$ cat src/rtl/qfc_pkg.sv
package qfc_pkg;

  localparam int CRC_W = 16;
  localparam logic [CRC_W-1:0] CRC_POLY = 16'h1021;

  typedef struct packed {
    logic step;      // consume the two bits of this symbol
    logic restart;   // checksum starts from all ones on this symbol
    logic latchLen;  // capture length word
    logic latchMac;  // capture kind and destination
  } qfc_strobe_t;

  function automatic logic [CRC_W-1:0] crcStep(input logic [CRC_W-1:0] c, input logic b);
    logic fb;
    fb = c[CRC_W-1] ^ b;
    crcStep = {c[CRC_W-2:0], 1'b0} ^ (fb ? CRC_POLY : '0);
  endfunction

endpackage

$ cat src/rtl/qfc_datapath.sv
module qfc_datapath
  import qfc_pkg::*;
#(
  parameter int SYM_W  = 8,
  parameter int LEN_W  = 16,
  parameter int TYPE_W = 8,
  parameter int ADDR_W = 16
) (
  input  logic              clk,
  input  logic              rstN,
  input  qfc_strobe_t       strb,
  input  logic [SYM_W-1:0]  symI,
  input  logic [SYM_W-1:0]  symQ,
  output logic              crcZero,
  output logic [LEN_W-1:0]  lenField,
  output logic [LEN_W-1:0]  lenR,
  output logic [TYPE_W-1:0] typeR,
  output logic [ADDR_W-1:0] destR
);

  localparam int SH_W  = LEN_W + CRC_W;
  localparam int MAC_W = TYPE_W + ADDR_W;

  logic             bitA, bitB;
  logic [CRC_W-1:0] crcR, crcBase, crcNext;
  logic [SH_W-3:0]  shiftR;
  logic [SH_W-1:0]  shNext;

  always_comb begin
    bitA     = symI[SYM_W-1];
    bitB     = symQ[SYM_W-1];
    crcBase  = strb.restart ? '1 : crcR;
    crcNext  = crcStep(crcStep(crcBase, bitA), bitB);
    shNext   = {shiftR, bitA, bitB};
    lenField = shNext[SH_W-1 -: LEN_W];
    crcZero  = (crcNext == '0);
  end

  always_ff @(posedge clk) begin
    if (!rstN) begin
      crcR   <= '1;
      shiftR <= '0;
      lenR   <= '0;
      typeR  <= '0;
      destR  <= '0;
    end else if (strb.step) begin
      crcR   <= crcNext;
      shiftR <= shNext[SH_W-3:0];
      if (strb.latchLen) lenR <= lenField;
      if (strb.latchMac) {typeR, destR} <= shNext[MAC_W-1:0];
    end
  end

endmodule

$ cat src/rtl/qfc_control.sv
module qfc_control
  import qfc_pkg::*;
#(
  parameter int LEN_W   = 16,
  parameter int TYPE_W  = 8,
  parameter int ADDR_W  = 16,
  parameter int MAX_LEN = 2048,
  parameter logic [TYPE_W-1:0] TYPE_DATA = 'h01,
  parameter logic [TYPE_W-1:0] TYPE_ACK  = 'h02
) (
  input  logic              clk,
  input  logic              rstN,
  input  logic              symValid,
  input  logic              sof,
  input  logic [ADDR_W-1:0] myAddr,
  input  logic              crcZero,
  input  logic [LEN_W-1:0]  lenField,
  input  logic [LEN_W-1:0]  lenR,
  input  logic [TYPE_W-1:0] typeR,
  input  logic [ADDR_W-1:0] destR,
  output qfc_strobe_t       strb,
  output logic              dataOk,
  output logic              ackOk
);

  localparam int HDR_SYMS = (LEN_W + CRC_W) / 2;
  localparam int MAC_SYMS = (TYPE_W + ADDR_W) / 2;
  localparam int MIN_LEN  = TYPE_W + ADDR_W + CRC_W;

  typedef enum logic [1:0] {S_IDLE, S_HDR, S_BODY} state_t;

  state_t           state;
  logic [LEN_W-1:0] symCnt, lastIdx;
  logic             startNow, hdrEnd, bodyEnd, lenOk, frameGood;

  always_comb begin
    startNow  = symValid && sof;
    lastIdx   = {1'b0, lenR[LEN_W-1:1]} - LEN_W'(1);
    hdrEnd    = symValid && !sof && state == S_HDR  && symCnt == LEN_W'(HDR_SYMS - 1);
    bodyEnd   = symValid && !sof && state == S_BODY && symCnt == lastIdx;
    lenOk     = !lenField[0] && lenField >= LEN_W'(MIN_LEN) && lenField <= LEN_W'(MAX_LEN);
    frameGood = bodyEnd && crcZero && destR == myAddr;
    strb.step     = symValid;
    strb.restart  = startNow || (symValid && state == S_BODY && symCnt == '0);
    strb.latchLen = hdrEnd;
    strb.latchMac = symValid && !sof && state == S_BODY && symCnt == LEN_W'(MAC_SYMS - 1);
  end

  always_ff @(posedge clk) begin
    if (!rstN) begin
      state  <= S_IDLE;
      symCnt <= '0;
      dataOk <= 1'b0;
      ackOk  <= 1'b0;
    end else begin
      dataOk <= frameGood && typeR == TYPE_DATA;
      ackOk  <= frameGood && typeR == TYPE_ACK && lenR == LEN_W'(MIN_LEN);
      if (startNow) begin
        state  <= S_HDR;
        symCnt <= LEN_W'(1);
      end else if (symValid) begin
        case (state)
          S_HDR: begin
            if (hdrEnd) begin
              state  <= (crcZero && lenOk) ? S_BODY : S_IDLE;
              symCnt <= '0;
            end else begin
              symCnt <= symCnt + LEN_W'(1);
            end
          end
          S_BODY: begin
            if (bodyEnd) begin
              state  <= S_IDLE;
              symCnt <= '0;
            end else begin
              symCnt <= symCnt + LEN_W'(1);
            end
          end
          default: symCnt <= '0;
        endcase
      end
    end
  end


  pulse_excl_chk: assert property (@(posedge clk) disable iff (!rstN) !(dataOk && ackOk));

  data_width_chk: assert property (@(posedge clk) disable iff (!rstN) dataOk |=> !dataOk);

  pulse_after_sym_chk: assert property (@(posedge clk) disable iff (!rstN)
    (dataOk || ackOk) |-> $past(symValid));

  ack_len_chk: assert property (@(posedge clk) disable iff (!rstN)
    ackOk |-> $past(lenR) == LEN_W'(MIN_LEN));

  body_len_chk: assert property (@(posedge clk) disable iff (!rstN)
    (state == S_BODY && $past(state) == S_HDR) |->
      (!lenR[0] && lenR >= LEN_W'(MIN_LEN) && lenR <= LEN_W'(MAX_LEN)));

endmodule

$ cat src/rtl/qpsk_frame_check.sv
module qpsk_frame_check
  import qfc_pkg::*;
#(
  parameter int SYM_W   = 8,
  parameter int LEN_W   = 16,
  parameter int TYPE_W  = 8,
  parameter int ADDR_W  = 16,
  parameter int MAX_LEN = 2048,
  parameter logic [TYPE_W-1:0] TYPE_DATA = 'h01,
  parameter logic [TYPE_W-1:0] TYPE_ACK  = 'h02
) (
  input  logic              clk,
  input  logic              rstN,
  input  logic              symValid,
  input  logic              sof,
  input  logic [SYM_W-1:0]  symI,
  input  logic [SYM_W-1:0]  symQ,
  input  logic [ADDR_W-1:0] myAddr,
  output logic              dataOk,
  output logic              ackOk
);

  qfc_strobe_t       strb;
  logic              crcZero;
  logic [LEN_W-1:0]  lenField, lenR;
  logic [TYPE_W-1:0] typeR;
  logic [ADDR_W-1:0] destR;

  qfc_datapath #(.SYM_W(SYM_W), .LEN_W(LEN_W), .TYPE_W(TYPE_W), .ADDR_W(ADDR_W)) u_dp (
    .clk(clk), .rstN(rstN), .strb(strb), .symI(symI), .symQ(symQ),
    .crcZero(crcZero), .lenField(lenField), .lenR(lenR), .typeR(typeR), .destR(destR)
  );

  qfc_control #(.LEN_W(LEN_W), .TYPE_W(TYPE_W), .ADDR_W(ADDR_W), .MAX_LEN(MAX_LEN),
                .TYPE_DATA(TYPE_DATA), .TYPE_ACK(TYPE_ACK)) u_ctl (
    .clk(clk), .rstN(rstN), .symValid(symValid), .sof(sof), .myAddr(myAddr),
    .crcZero(crcZero), .lenField(lenField), .lenR(lenR), .typeR(typeR), .destR(destR),
    .strb(strb), .dataOk(dataOk), .ackOk(ackOk)
  );

endmodule

$ cat config.mk
export PLATFORM = sky130hd
export DESIGN_NAME = qpsk_frame_check
export DESIGN_NICKNAME = d
export VERILOG_FILES = /design/src/rtl/qfc_pkg.sv /design/src/rtl/qfc_datapath.sv /design/src/rtl/qfc_control.sv /design/src/rtl/qpsk_frame_check.sv
export SDC_FILE = /design/constraint.sdc
export NUM_CORES = 1
export LEC_CHECK = 0
export BUFFER_PORTS_ARGS = -buffer_cell sky130_fd_sc_hd__buf_2
export CAP_MARGIN = 20
export CORE_MARGIN = 3
export CORE_UTILIZATION = 45
export CTS_CLUSTER_DIAMETER = 60
export DETAILED_ROUTE_END_ITERATION = 7
export GPL_TIMING_DRIVEN = 1
export PLACE_DENSITY = 0.74
export SLEW_MARGIN = 30
export SYNTH_ARGS = -nofsm -noshare
export SYNTH_HDL_FRONTEND = slang
export SYNTH_SLANG_ARGS = --single-unit
export TNS_END_PERCENT = 30
$ cat constraint.sdc
create_clock -name clk -period 6.1 [get_ports clk]
set_input_delay 1.83 -clock clk [delete_from_list [all_inputs] [get_ports clk]]
set_output_delay 1.83 -clock clk [all_outputs]
set_load 0.005 [all_outputs]
==> results.cfg, run 1 <==
[synth]
ys.flop_type = dfxtp_1
syn_inst = 589
syn_nets = 630
ys_top_cells_by_area = dfxtp_1 (42%), mux2i_1 (10%), nand2_1 (6.2%)
syn_area_per_cell_um2 = 8.64
ys_types = 53
synth_top_area_share_pct = 41.7
yosys_warnings = 0
synth_top_area_cell = dfxtp_1
ys_seq_area_share_pct = 41.7
synth_edf_count = 0
synthArstFlopShare_pct = 0
synth-seq-cells = 106
syn_area_um2 = 5090

[finish]
layout_commonest_cell = dfxtp_1
area_delta_synth_final_pct = 8.66
fin_util_pct = 50.5
final_nets = 629
diodes = 0
drive_gt1_share_pct = 9.11
layout.cells.most_common_list = dfxtp_1 (106), nand2_1 (84), nor2_1 (65)

[global_routing]
grt_antenna_before_repair = 0
grt_pass1_wl_mm = 18.5
grt_use_total_pct = 17.5
first_global_vias = 3918
overflow = 0
grt_start_max_net_pins = 74

[die]
num_rows = 38
dieWidth_um = 112
start_util_pct = 46.5
design.die.area_um2 = 12600
ios = 38
die_h_um = 112
core_um2 = 10900

[critical_path]
worstPathArrival_ps = 4360
path_common_cell = nand2_1
rrSetupSlack_ps = 2810
crit_type = input port to register
cp_slowest_stage_delay_ps = 810
cp_max_fo = 25
crit_chain = buf_2 -> nor2b_1 -> nand2_1 -> or3_1 -> nand2_1 -> a211oi_4 -> or2b_1 -> a31oi_1
slowest_stage = a211oi_4
cpLargestDelayFamily = simple AND/OR/NAND/NOR gates
crit_path_end_kind = register
path_buf_inv = 1
crit_path_start_kind = input port
required_ps = 6380

[routing]
drc_errors = 0
viasPerCell = 5.53
wl_per_cell_um = 14.7
first_pass_iters = 4
drt-initial-drc-count = 222
drt-total-wl_mm = 10.8
vias = 4053
ant_nets = 0

[clock_tree]
clk_path_buf_depth = 2
holdBufCountCts = 0
ctsResizeCount = 0
cts_tree = built
clock_sinks = 106
worstSkewPairLatency_ps = 350
cts_setup_buffers = 0
cts.htree.levels = 3
cts_made_buffers = 9
cts_root_buffer = clkbuf_16
clk_pin_slew_ps = 80

[job]
drv_cap = 0

[sta]
skew_ps = 7.39
setup_slack_ps = 2020
worstMarginPinSlew_ps = 897
period_needed_ps = 4080
hold_violations = 0
setup_viol = 0
slew_headroom_pct = 40.2
setup_tns_ps = 0
fmax_ghz = 0.245
final.period_utilization_pct = 66.9
rsz0062_at_grt = no
maxSlewViolCount = 0

[pwr]
p_leak_uw = 0.00221
vdd_ir_drop_max_mv = 0.184
power_density_nw_per_um2 = 241
power_uw = 1330

[placement]
place_congestion = 0.869
dp_slack_ps = 1640
hpwl_mm = 7.49
portBuffers = 23

[run_status]
outcome = finished, final reports clean

[worst_hold_path]
hp-class = register to register
-- layout make-up --
| class | instances | area [um2] |
|---|---|---|
| timing repair buffer | 26 | 138 |
| clock inverter | 6 | 58.8 |
| clock buffer | 10 | 239 |
| multi-input combinational | 435 | 2760 |
| tap | 140 | 175 |
| sequential | 106 | 2120 |
| fill | 1028 | 5410 |
| inverter | 10 | 37.5 |
-- per-layer routing --
metal / global-route usage, % / up-vias / wire (um)
met5: 0 / - / 0
met4: 7.05 / 0 / 210
met3: 2.37 / 17 / 344
met2: 29.4 / 62 / 5200
met1: 22.8 / 1925 / 5030
li1: - / 2049 / -
-- logic make-up after synthesis --
logic type | Yosys count | synth area share (%)
muxes | 51 | 10.0
adders and majority gates | 5 | 1.23
buffers and inverters | 48 | 4.21
AOI/OAI and AO/OA | 88 | 11.1
xor gates and xnor gates | 45 | 7.75
DFF | 106 | 41.7
and+or+nand+nor | 246 | 24.0
-- worst register-to-register path, cell delays in order, from the launching register on --
cell      delay (ps)
dfxtp_1          420
inv_1            100
ha_1             370
nor4b_2          390
nand2_1          120
a32o_1           240
o22ai_2          240
o41ai_4          130
a211oi_4         780
or2b_1           290
a31oi_1          150
-- registers in the layout (all words and copies together), names as in the netlist --
register and count:
u_ctl.dataOk 1, u_dp.destR 16, u_ctl.ackOk 1, u_ctl.symCnt 16, u_dp.shiftR 30, u_dp.crcR 16
u_dp.lenR 16, u_dp.typeR 8, u_ctl.state 2
-- through the flow --
stage / cell area, um2 / instances / hold WS [ps]
floorplan: 5090 / 589 / 412
global placement: 5230 / 717 / 439
detailed placement: 5230 / 717 / 449
CTS: 5530 / 733 / 459
global route: 5530 / 733 / 477
finish: 5530 / 733 / 456
-- path summary, 6_finish.rpt --
check	start	endpoint	cells past startpoint
worst max-delay path	symValid	u_ctl.symCnt[6]	8
worst min-delay path	u_dp.typeR[5]	u_dp.typeR[5]	2
worst max register to register	u_dp.lenR[1]	u_ctl.symCnt[6]	10
worst min register to register	u_dp.typeR[5]	u_dp.typeR[5]	2
-- where the power goes --
group          switching (uW)  internal (uW)
logic                    37.1           24.4
clock network             274            297
registers                5.21            697
total                     316           1020
-- synth_stat cells (2+ instances only) --
master    instances
and2_1            2
xor2_1           13
inv_1            10
o21ai_1           5
a22o_1            3
buf_6             3
or2b_1            3
buf_1             4
ha_1              5
or4_1             6
nor4_1           14
nor4bb_1          2
nor3_1            9
a31oi_1          11
nand2_1          84
or3_1             4
and3_1            9
dfxtp_1         106
mux2i_1          51
nor4_2            2
nand3_1          15
clkbuf_1         24
buf_2             5
nand3b_1          3
o21ai_0           8
nor2b_1           2
nand2b_1          6
nand4b_1          4
o22ai_1          11
nor2_1           65
xnor2_1          32
nand4_1          10
a21oi_1          38
Power figures use the tool's default switching activity.
==> run 2, diff against run 1 <==
- PLACE_DENSITY: 0.74 -> 0.76
- clock period: 6.1 -> 3.6 ns (I/O delays scaled with it)
==> results.cfg, run 2 (synthesized netlist as in run 1, its figures left out) <==
[run_status]
outcome = finished, final reports clean

[worst_hold_path]
min_path_cells = 2
hp-start = u_dp.typeR[5]
holdPathEnd = u_dp.typeR[5]
hp-class = register to register

[sta]
worstMarginPinSlew_ps = 861
period_needed_ps = 3160
maxSlewViolCount = 0
setup_viol = 0
fin_hold_ws_ps = 456
hold_violations = 0
rsz0062_at_grt = no
fmax_ghz = 0.316
skew_ps = 6.60
setup_tns_ps = 0
final.period_utilization_pct = 87.9
slew_headroom_pct = 42.6

[routing]
viasPerCell = 5.59
drc_errors = 0
drt-total-wl_mm = 10.7
drt-initial-drc-count = 251
first_pass_iters = 5
vias = 4122
ant_nets = 0
wl_per_cell_um = 14.5

[critical_path]
required_ps = 3870
crit_type = register to register
rrSetupSlack_ps = 440
crit_path_start_kind = register
r2r-end = u_ctl.symCnt[6]
worstPathArrival_ps = 3430
crit-reg2reg-launch = u_dp.lenR[2]
crit_path_end_kind = register
critPathLaunch = u_dp.lenR[2]
rr_worst_depth = 11
cp_max_fo = 14

[global_routing]
grt_pass1_wl_mm = 19.3
first_global_vias = 4172
overflow = 0
grt_start_max_net_pins = 74
grt_antenna_before_repair = 0
grt_use_total_pct = 18.2

[clock_tree]
holdBufCountCts = 0
worstSkewPairLatency_ps = 340
clk_pin_slew_ps = 70
cts.htree.levels = 3
cts_made_buffers = 9
clk_path_buf_depth = 2
cts_root_buffer = clkbuf_16
clock_sinks = 106
cts_tree = built
cts_setup_buffers = 0
ctsResizeCount = 0

[finish]
multiInputGateArea_um2 = 2760
diodes = 0
drive_gt1_share_pct = 9.72
layout_commonest_cell = dfxtp_1
layout.cells.most_common_list = dfxtp_1 (106), nand2_1 (84), nor2_1 (65)
fillers = 1030
largest_reg_flops = 30
final_nets = 634
area_delta_synth_final_pct = 9.00
regMostFlops = u_dp.shiftR
seq_area_um2 = 2120
finalNonFillerCells = 737

[placement]
dp.cells = 722
place_congestion = 0.866
portBuffers = 23
hpwl_mm = 7.51

[die]
core_um2 = 10900
dieWidth_um = 112
ios = 38
design.die.area_um2 = 12600
num_rows = 38
die_h_um = 112
start_util_pct = 46.5

[pwr]
p_leak_uw = 0.00222
vdd_ir_drop_max_mv = 0.226
power_density_nw_per_um2 = 398

[job]
drv_cap = 0
==> run 2: cell types whose count changed in the layout (fill, tap and decap cells not counted) <==
| cell | delta |
|---|---|
| buf_4 | +5 |
| clkinv_2 | +1 |
| clkinv_4 | +1 |
| clkinv_8 | -1 |
| inv_6 | -2 |
==> run 2: how the worst max path moves through the flow <==
stage,end,depth (start not counted),slack [ps]
2_1_floorplan,u_ctl.symCnt[3],9,660
3_3_place_gp,u_ctl.symCnt[6],10,280
3_5_place_dp,u_ctl.symCnt[10],7,260
4_1_cts,u_ctl.symCnt[6],11,430
5_1_grt,u_ctl.symCnt[10],11,200
6_report,u_ctl.symCnt[6],11,440
==> run 2: worst max-delay path: stages (launching register included) <==
cell      delay [ps]
dfxtp_1          380
inv_1             80
ha_1             340
nor4b_2          350
nand2_1          100
a32o_1           230
o22ai_2          240
o41ai_4          130
a211oi_4         560
buf_4            280
or2b_1           250
a31oi_1          150
==> run 2: power by group <==
group	total (uW)	internal [uW]	switching [uW]
Combinational	106	42.9	63.1
Sequential	1190	1180	8.77
Clock	907	488	420
Total	2200	1710	492
==> run 2: stage by stage <==
step	power [uW]	setup slack, ps	utilization, %	instance area (um2)
after global routing	2280	203	50.7	5550
after floorplan	1290	659	-	5090
after detailed placement	1320	264	48.2	5270
final	2200	435	50.7	5550
after CTS	2230	433	50.7	5550
after global placement	1320	280	48.2	5270
==> run 2: area by class of cell <==
cell class / count / share of cell area (%)
clock buffers: 10 / 4.31
multi-input cells: 435 / 49.7
clock inverters: 5 / 0.699
inverters: 10 / 0.677
well taps: 140 / 3.16
flip-flops and latches: 106 / 38.3
repair buffers: 31 / 3.16
==> run 2: metal layers <==
layer	wire, um	part of all wire (%)	up-vias	track usage, %
met5	0	0	-	0
met3	351	3.3	6	2.80
met2	5310	50	67	31.3
met4	80	0.75	0	6.89
li1	-	-	2063	-
met1	4920	46	1986	22.9
